`src/rtl/edo_cls_pkg.sv`:
```
package edo_cls_pkg;
  localparam int NPIN    = 5;
  localparam int P_RAS   = 0;
  localparam int P_UCAS  = 1;
  localparam int P_LCAS  = 2;
  localparam int P_WE    = 3;
  localparam int P_OE    = 4;

  localparam logic [3:0] K_STANDBY = 4'd0;
  localparam logic [3:0] K_READ    = 4'd1;
  localparam logic [3:0] K_EARLYWR = 4'd2;
  localparam logic [3:0] K_LATEWR  = 4'd3;
  localparam logic [3:0] K_RMW     = 4'd4;
  localparam logic [3:0] K_ROWREF  = 4'd5;
  localparam logic [3:0] K_CBR     = 4'd6;
  localparam logic [3:0] K_SELF    = 4'd7;
  localparam logic [3:0] K_PAGE    = 4'd8;
endpackage

```
`src/rtl/edo_pin_sync.sv`:
```
module edo_pin_sync #(
  parameter int W = 5,
  parameter int STAGES = 2,
  parameter logic [W-1:0] RST_VAL = '1
) (
  input  logic         clk,
  input  logic         rst,
  input  logic [W-1:0] d,
  output logic [W-1:0] q
);
  logic [W-1:0] stg [STAGES];

  genvar gi;
  generate
    for (gi = 0; gi < STAGES; gi++) begin : g_stage
      always_ff @(posedge clk) begin
        if (rst) stg[gi] <= RST_VAL;
        else if (gi == 0) stg[gi] <= d;
        else stg[gi] <= stg[(gi == 0) ? 0 : gi - 1];
      end
    end
  endgenerate

  assign q = stg[STAGES-1];
endmodule

```
`src/rtl/edo_edge_det.sv`:
```
module edo_edge_det #(
  parameter int W = 5
) (
  input  logic         clk,
  input  logic         rst,
  input  logic [W-1:0] act,
  output logic [W-1:0] on,
  output logic [W-1:0] off
);
  logic [W-1:0] prev_q;

  always_ff @(posedge clk) begin
    if (rst) prev_q <= '0;
    else     prev_q <= act;
  end

  assign on  = act & ~prev_q;
  assign off = prev_q & ~act;
endmodule

```
`src/rtl/edo_cycle_tracker.sv`:
```
module edo_cycle_tracker
  import edo_cls_pkg::*;
#(
  parameter int FORBID_MIN = 1000,
  parameter int SELF_MIN   = 10000
) (
  input  logic            clk,
  input  logic            rst,
  input  logic [NPIN-1:0] lvl,
  input  logic [NPIN-1:0] on,
  input  logic [NPIN-1:0] off,
  output logic            valid,
  output logic [3:0]      code,
  output logic [1:0]      wmask,
  output logic            ev_skew,
  output logic            ev_mixed,
  output logic            ev_forbid
);
  localparam int LW = $clog2(SELF_MIN + 1);
  localparam logic [LW-1:0] FMIN = LW'(FORBID_MIN);
  localparam logic [LW-1:0] SMIN = LW'(SELF_MIN);

  logic          in_ras_q, cbr_q, rmw_q, dly_q, oe_seen_q;
  logic [1:0]    falls_q, early_q, late_q;
  logic [LW-1:0] len_q;

  logic [1:0] byte_lvl, byte_on, byte_prev;
  logic       any_on, normal, skew_now, ras_end;
  logic [3:0] next_code;
  logic       unused_edges;

  assign byte_lvl  = {lvl[P_UCAS], lvl[P_LCAS]};
  assign byte_on   = {on[P_UCAS], on[P_LCAS]};
  assign byte_prev = (byte_lvl & ~byte_on) | {off[P_UCAS], off[P_LCAS]};
  assign any_on    = (|byte_lvl) & ~(|byte_prev);
  assign normal    = in_ras_q & ~cbr_q;
  assign ras_end   = in_ras_q & off[P_RAS];
  assign skew_now  = normal & ((byte_on[0] & byte_lvl[1] & ~byte_on[1]) |
                               (byte_on[1] & byte_lvl[0] & ~byte_on[0]));
  assign unused_edges = ^{lvl[P_RAS], on[P_OE], off[P_WE], off[P_OE]};

  always_comb begin
    if (cbr_q)                 next_code = (len_q >= SMIN) ? K_SELF : K_CBR;
    else if (falls_q == 2'd0)  next_code = K_ROWREF;
    else if (falls_q == 2'd2)  next_code = K_PAGE;
    else if (|early_q)         next_code = K_EARLYWR;
    else if (rmw_q)            next_code = K_RMW;
    else if (dly_q)            next_code = K_LATEWR;
    else                       next_code = K_READ;
  end

  always_ff @(posedge clk) begin
    if (rst) begin
      in_ras_q  <= 1'b0;
      cbr_q     <= 1'b0;
      rmw_q     <= 1'b0;
      dly_q     <= 1'b0;
      oe_seen_q <= 1'b0;
      falls_q   <= '0;
      early_q   <= '0;
      late_q    <= '0;
      len_q     <= '0;
      valid     <= 1'b0;
      code      <= K_STANDBY;
      wmask     <= '0;
      ev_skew   <= 1'b0;
      ev_mixed  <= 1'b0;
      ev_forbid <= 1'b0;
    end else begin
      valid     <= 1'b0;
      ev_skew   <= skew_now;
      ev_mixed  <= 1'b0;
      ev_forbid <= 1'b0;
      if (on[P_RAS]) begin
        in_ras_q  <= 1'b1;
        cbr_q     <= |byte_lvl;
        rmw_q     <= 1'b0;
        dly_q     <= 1'b0;
        oe_seen_q <= 1'b0;
        falls_q   <= '0;
        early_q   <= '0;
        late_q    <= '0;
        len_q     <= LW'(1);
      end else if (in_ras_q) begin
        if (len_q < SMIN) len_q <= len_q + LW'(1);
        if (normal) begin
          if (any_on) begin
            if (falls_q != 2'd2) falls_q <= falls_q + 2'd1;
            oe_seen_q <= 1'b0;
          end else if ((|byte_lvl) & lvl[P_OE] & ~lvl[P_WE]) begin
            oe_seen_q <= 1'b1;
          end
          early_q <= early_q | (byte_on & {2{lvl[P_WE]}});
          if (on[P_WE]) begin
            late_q <= late_q | byte_lvl;
            if (|byte_lvl) begin
              if (oe_seen_q) rmw_q <= 1'b1;
              else           dly_q <= 1'b1;
            end
          end
        end
        if (ras_end) begin
          in_ras_q  <= 1'b0;
          valid     <= 1'b1;
          code      <= next_code;
          wmask     <= cbr_q ? 2'b00 : (early_q | late_q);
          ev_mixed  <= ~cbr_q & ((early_q[0] & late_q[1]) | (early_q[1] & late_q[0]));
          ev_forbid <= cbr_q & (len_q >= FMIN) & (len_q < SMIN);
        end
      end
    end
  end
endmodule

```
`src/rtl/edo_cycle_classifier.sv`:
```
module edo_cycle_classifier
  import edo_cls_pkg::*;
#(
  parameter int SYNC_STAGES = 2,
  parameter int FORBID_MIN  = 1000,
  parameter int SELF_MIN    = 10000
) (
  input  logic       clk,
  input  logic       rst,
  input  logic       clr_err,
  input  logic       ras_n_pin,
  input  logic       ucas_n_pin,
  input  logic       lcas_n_pin,
  input  logic       we_n_pin,
  input  logic       oe_n_pin,
  output logic       cyc_valid,
  output logic [3:0] cyc_code,
  output logic [1:0] cyc_wmask,
  output logic       err_skew,
  output logic       err_mixed_write,
  output logic       err_forbidden_len
);
  logic [NPIN-1:0] pins_n, sync_n, act, on, off;
  logic ev_skew, ev_mixed, ev_forbid;

  assign pins_n = {oe_n_pin, we_n_pin, lcas_n_pin, ucas_n_pin, ras_n_pin};

  edo_pin_sync #(.W(NPIN), .STAGES(SYNC_STAGES), .RST_VAL('1)) i_sync (
    .clk(clk), .rst(rst), .d(pins_n), .q(sync_n)
  );

  assign act = ~sync_n;

  edo_edge_det #(.W(NPIN)) i_edge (
    .clk(clk), .rst(rst), .act(act), .on(on), .off(off)
  );

  edo_cycle_tracker #(.FORBID_MIN(FORBID_MIN), .SELF_MIN(SELF_MIN)) i_track (
    .clk(clk), .rst(rst), .lvl(act), .on(on), .off(off),
    .valid(cyc_valid), .code(cyc_code), .wmask(cyc_wmask),
    .ev_skew(ev_skew), .ev_mixed(ev_mixed), .ev_forbid(ev_forbid)
  );

  always_ff @(posedge clk) begin
    if (rst) begin
      err_skew          <= 1'b0;
      err_mixed_write   <= 1'b0;
      err_forbidden_len <= 1'b0;
    end else begin
      if (ev_skew)        err_skew <= 1'b1;
      else if (clr_err)   err_skew <= 1'b0;
      if (ev_mixed)       err_mixed_write <= 1'b1;
      else if (clr_err)   err_mixed_write <= 1'b0;
      if (ev_forbid)      err_forbidden_len <= 1'b1;
      else if (clr_err)   err_forbidden_len <= 1'b0;
    end
  end
endmodule

```
`config.mk`:
```
export PLATFORM = sky130hd
export DESIGN_NAME = edo_cycle_classifier
export DESIGN_NICKNAME = d
export VERILOG_FILES = /design/src/rtl/edo_cls_pkg.sv /design/src/rtl/edo_pin_sync.sv /design/src/rtl/edo_edge_det.sv /design/src/rtl/edo_cycle_tracker.sv /design/src/rtl/edo_cycle_classifier.sv
export SDC_FILE = /design/constraint.sdc
export NUM_CORES = 1
export LEC_CHECK = 0
export BUFFER_PORTS_ARGS = -buffer_cell sky130_fd_sc_hd__buf_4
export CORE_ASPECT_RATIO = 0.9
export CORE_UTILIZATION = 63
export DETAILED_ROUTE_END_ITERATION = 8
export GPL_TIMING_DRIVEN = 0
export PLACE_DENSITY = 0.83
export SYNTH_ARGS = -nofsm -noshare
export SYNTH_HDL_FRONTEND = slang
export SYNTH_HIERARCHICAL = 1
export SYNTH_SLANG_ARGS = --single-unit
```
`constraint.sdc`:
```
create_clock -name clk -period 4.2 [get_ports clk]
set_input_delay 0 -clock clk [delete_from_list [all_inputs] [get_ports clk]]
set_output_delay 0 -clock clk [all_outputs]
set_load 0.05 [all_outputs]
```
==> results.py <==
metrics = {
    "power": {
        "p_leak_nw": 0.924,
        "ir_drop_mv": 0.300,
        "p_per_area_nw_per_um2": 333,
    },
    "floorplanning": {
        "die_w_um": 64.2,
        "core_sq_um": 3190,
        "die_h_um": 58.0,
        "row_count": 19,
        "start_util_pct": 68.9,
        "num_io_pins": 18,
        "die_area_sq_um": 3730,
    },
    "sta": {
        "fin_skew_ns": 0.00556,
        "fin_crit_ns": 2.00,
        "hold_viol": 0,
        "period_share_pct": 47.5,
        "relSlewSlack_pct": 64.8,
        "finalMaxSlewViolations": 0,
        "setup_violations": 0,
        "clock.fmax_ghz": 0.501,
        "worstMarginPinSlew_ns": 0.528,
        "tns_ns": 0,
        "rsz0062_at_grt": "no",
        "whs_ns": 0.0194,
    },
    "global_routing": {
        "grt_pass1_vias": 1601,
        "grt_overflow": 0,
        "grt_pass1_wl_mm": 7.53,
        "antenna_found_initial": 0,
        "grtUsageTotal_pct": 26.9,
        "grt_max_degree": 24,
    },
    "route": {
        "postRouteAntennaNets": 0,
        "wl_mm": 4.44,
        "drcViolationCount": 0,
        "drtIter0Drc": 147,
        "first_pass_iters": 4,
        "vias_per_cell": 5.72,
        "vias": 1813,
        "drt-wirelength-per-cell_um": 14.0,
    },
    "cts": {
        "cts_hold_buf": 6,
        "htree_levels": 2,
        "postCtsSetupBuffers": 0,
        "cts_tree": "built",
        "worstSkewPairLatency_ns": 0.30,
        "clk_pin_slew_worst_paths_ns": 0.09,
        "clock-sinks": 52,
        "cts_made_buffers": 5,
        "clockBufferDepth": 2,
        "cts_resized": 0,
        "root_buffer": "clkbuf_8",
    },
    "synthesis": {
        "syn_area_per_cell_sq_um": 9.00,
        "yosysWarnings": 6,
        "syn_inst": 244,
        "syn_nets": 257,
        "syn-cell-area_sq_um": 2200,
    },
    "placed_design": {
        "dpl.hpwl_mm": 3.13,
        "io_buffer_count": 17,
        "finalWeightedCongestion": 0.876,
    },
    "critical_path": {
        "slowest_delay_ns": 0.48,
        "path_max_fanout": 10,
        "endpoint_kind": "flip-flop",
        "critPathLaunchType": "flip-flop",
        "critPathSlowestCell": "buf_1",
        "criticalPathCategory": "flip-flop to flip-flop",
        "crit_chain": "inv_1, nor2b_1, or2_1, clkbuf_1, buf_1, nor2_1",
        "critPathBufInv": 3,
        "required_ns": 4.37,
        "crit_family": "buffers and inverters",
        "cp.arrival_ns": 2.17,
    },
    "run": {
        "cap_violations": 0,
    },
    "cells_and_area": {
        "area.growth.synth_to_final_pct": 15.2,
        "drive_above_1_share_pct": 12.4,
        "num_antenna_cells": 0,
        "num-nets-final": 287,
    },
    "outcome": {
        "outcome": "complete, no violations",
    },
    "hold_path": {
        "min_path_type": "primary input to flip-flop",
    },
}
-- worst reg2reg max path: stages (launching register included) --
cell,delay [ns]
dfxtp_1,0.31
inv_1,0.07
nor2b_1,0.35
or2_1,0.16
clkbuf_1,0.40
buf_1,0.48
nor2_1,0.11
-- power breakdown --
group          total, mW  internal, mW  switching, mW  leakage (nW)
Combinational     0.0498        0.0207         0.0291         0.451
Clock              0.288         0.132          0.156        0.0510
Sequential         0.504         0.501        0.00346         0.422
Total              0.842         0.653          0.189         0.924
-- through the flow --
step | util, % | instance area [sq um] | std cells | power (mW) | setup slack [ns]
after floorplan | - | 2200 | 244 | 0.543 | 2.69
after global placement | 74.6 | 2380 | 303 | 0.559 | 2.25
after detailed placement | 74.6 | 2380 | 303 | 0.561 | 2.24
after CTS | 79.4 | 2530 | 317 | 0.847 | 2.22
after global routing | 79.4 | 2530 | 317 | 0.875 | 2.00
final | 79.4 | 2530 | 317 | 0.842 | 2.20
-- area by class of cell --
type | instances | area [sq um]
sequential | 52 | 1040
clock buffer | 6 | 82.6
tap | 42 | 52.6
timing repair buffer | 23 | 188
buffer | 6 | 25.0
multi-input combinational | 169 | 1070
inverter | 17 | 63.8
fill | 219 | 657
clock inverter | 2 | 10.0
-- metal layers --
layer | GRT usage (%) | vias to the layer above | wire, um
li1 | - | 929 | -
met1 | 34.8 | 819 | 2090
met2 | 43.5 | 59 | 2020
met3 | 7.28 | 6 | 274
met4 | 9.84 | 0 | 51
met5 | 0 | - | 0
-- cell usage in the layout (no fill, tap or decap), types with 4 or more instances in the layout --
cell,count
dlygate4sd3_1,6
or2_1,11
dfxtp_1,52
clkbuf_8,6
nor2_1,26
nor3_1,6
or3_1,5
nor2b_1,12
nand2_1,9
o31ai_1,5
o21ai_0,7
inv_1,17
buf_4,17
nand4_1,7
a31oi_1,4
nand3_1,4
a211oi_1,4
ha_1,5
nand2b_1,8
a21oi_1,18
-- registers in the layout, indices dropped and copies added, names as in the netlist, 2 cells and up --
name             count
i_track/early_q      2
i_track/wmask        2
i_edge/prev_q        4
i_track/late_q       2
i_track/code         4
i_sync/stg          10
i_track/len_q       14
i_track/falls_q      2
-- path summary, 6_finish.rpt --
| path | cells past startpoint | start | to | slack (ns) |
|---|---|---|---|---|
| worst max-delay path | 6 | i_sync/stg[1][0] | i_track/late_q[0] | 2.20 |
| worst max register to register | 6 | i_sync/stg[1][0] | i_track/late_q[0] | 2.20 |
| worst min-delay path | 2 | rst | i_edge/prev_q[0] | 0.02 |
| worst min register to register | 1 | i_sync/stg[0][4] | i_sync/stg[1][4] | 0.41 |
Note: power is estimated with default switching activity, not from simulation.
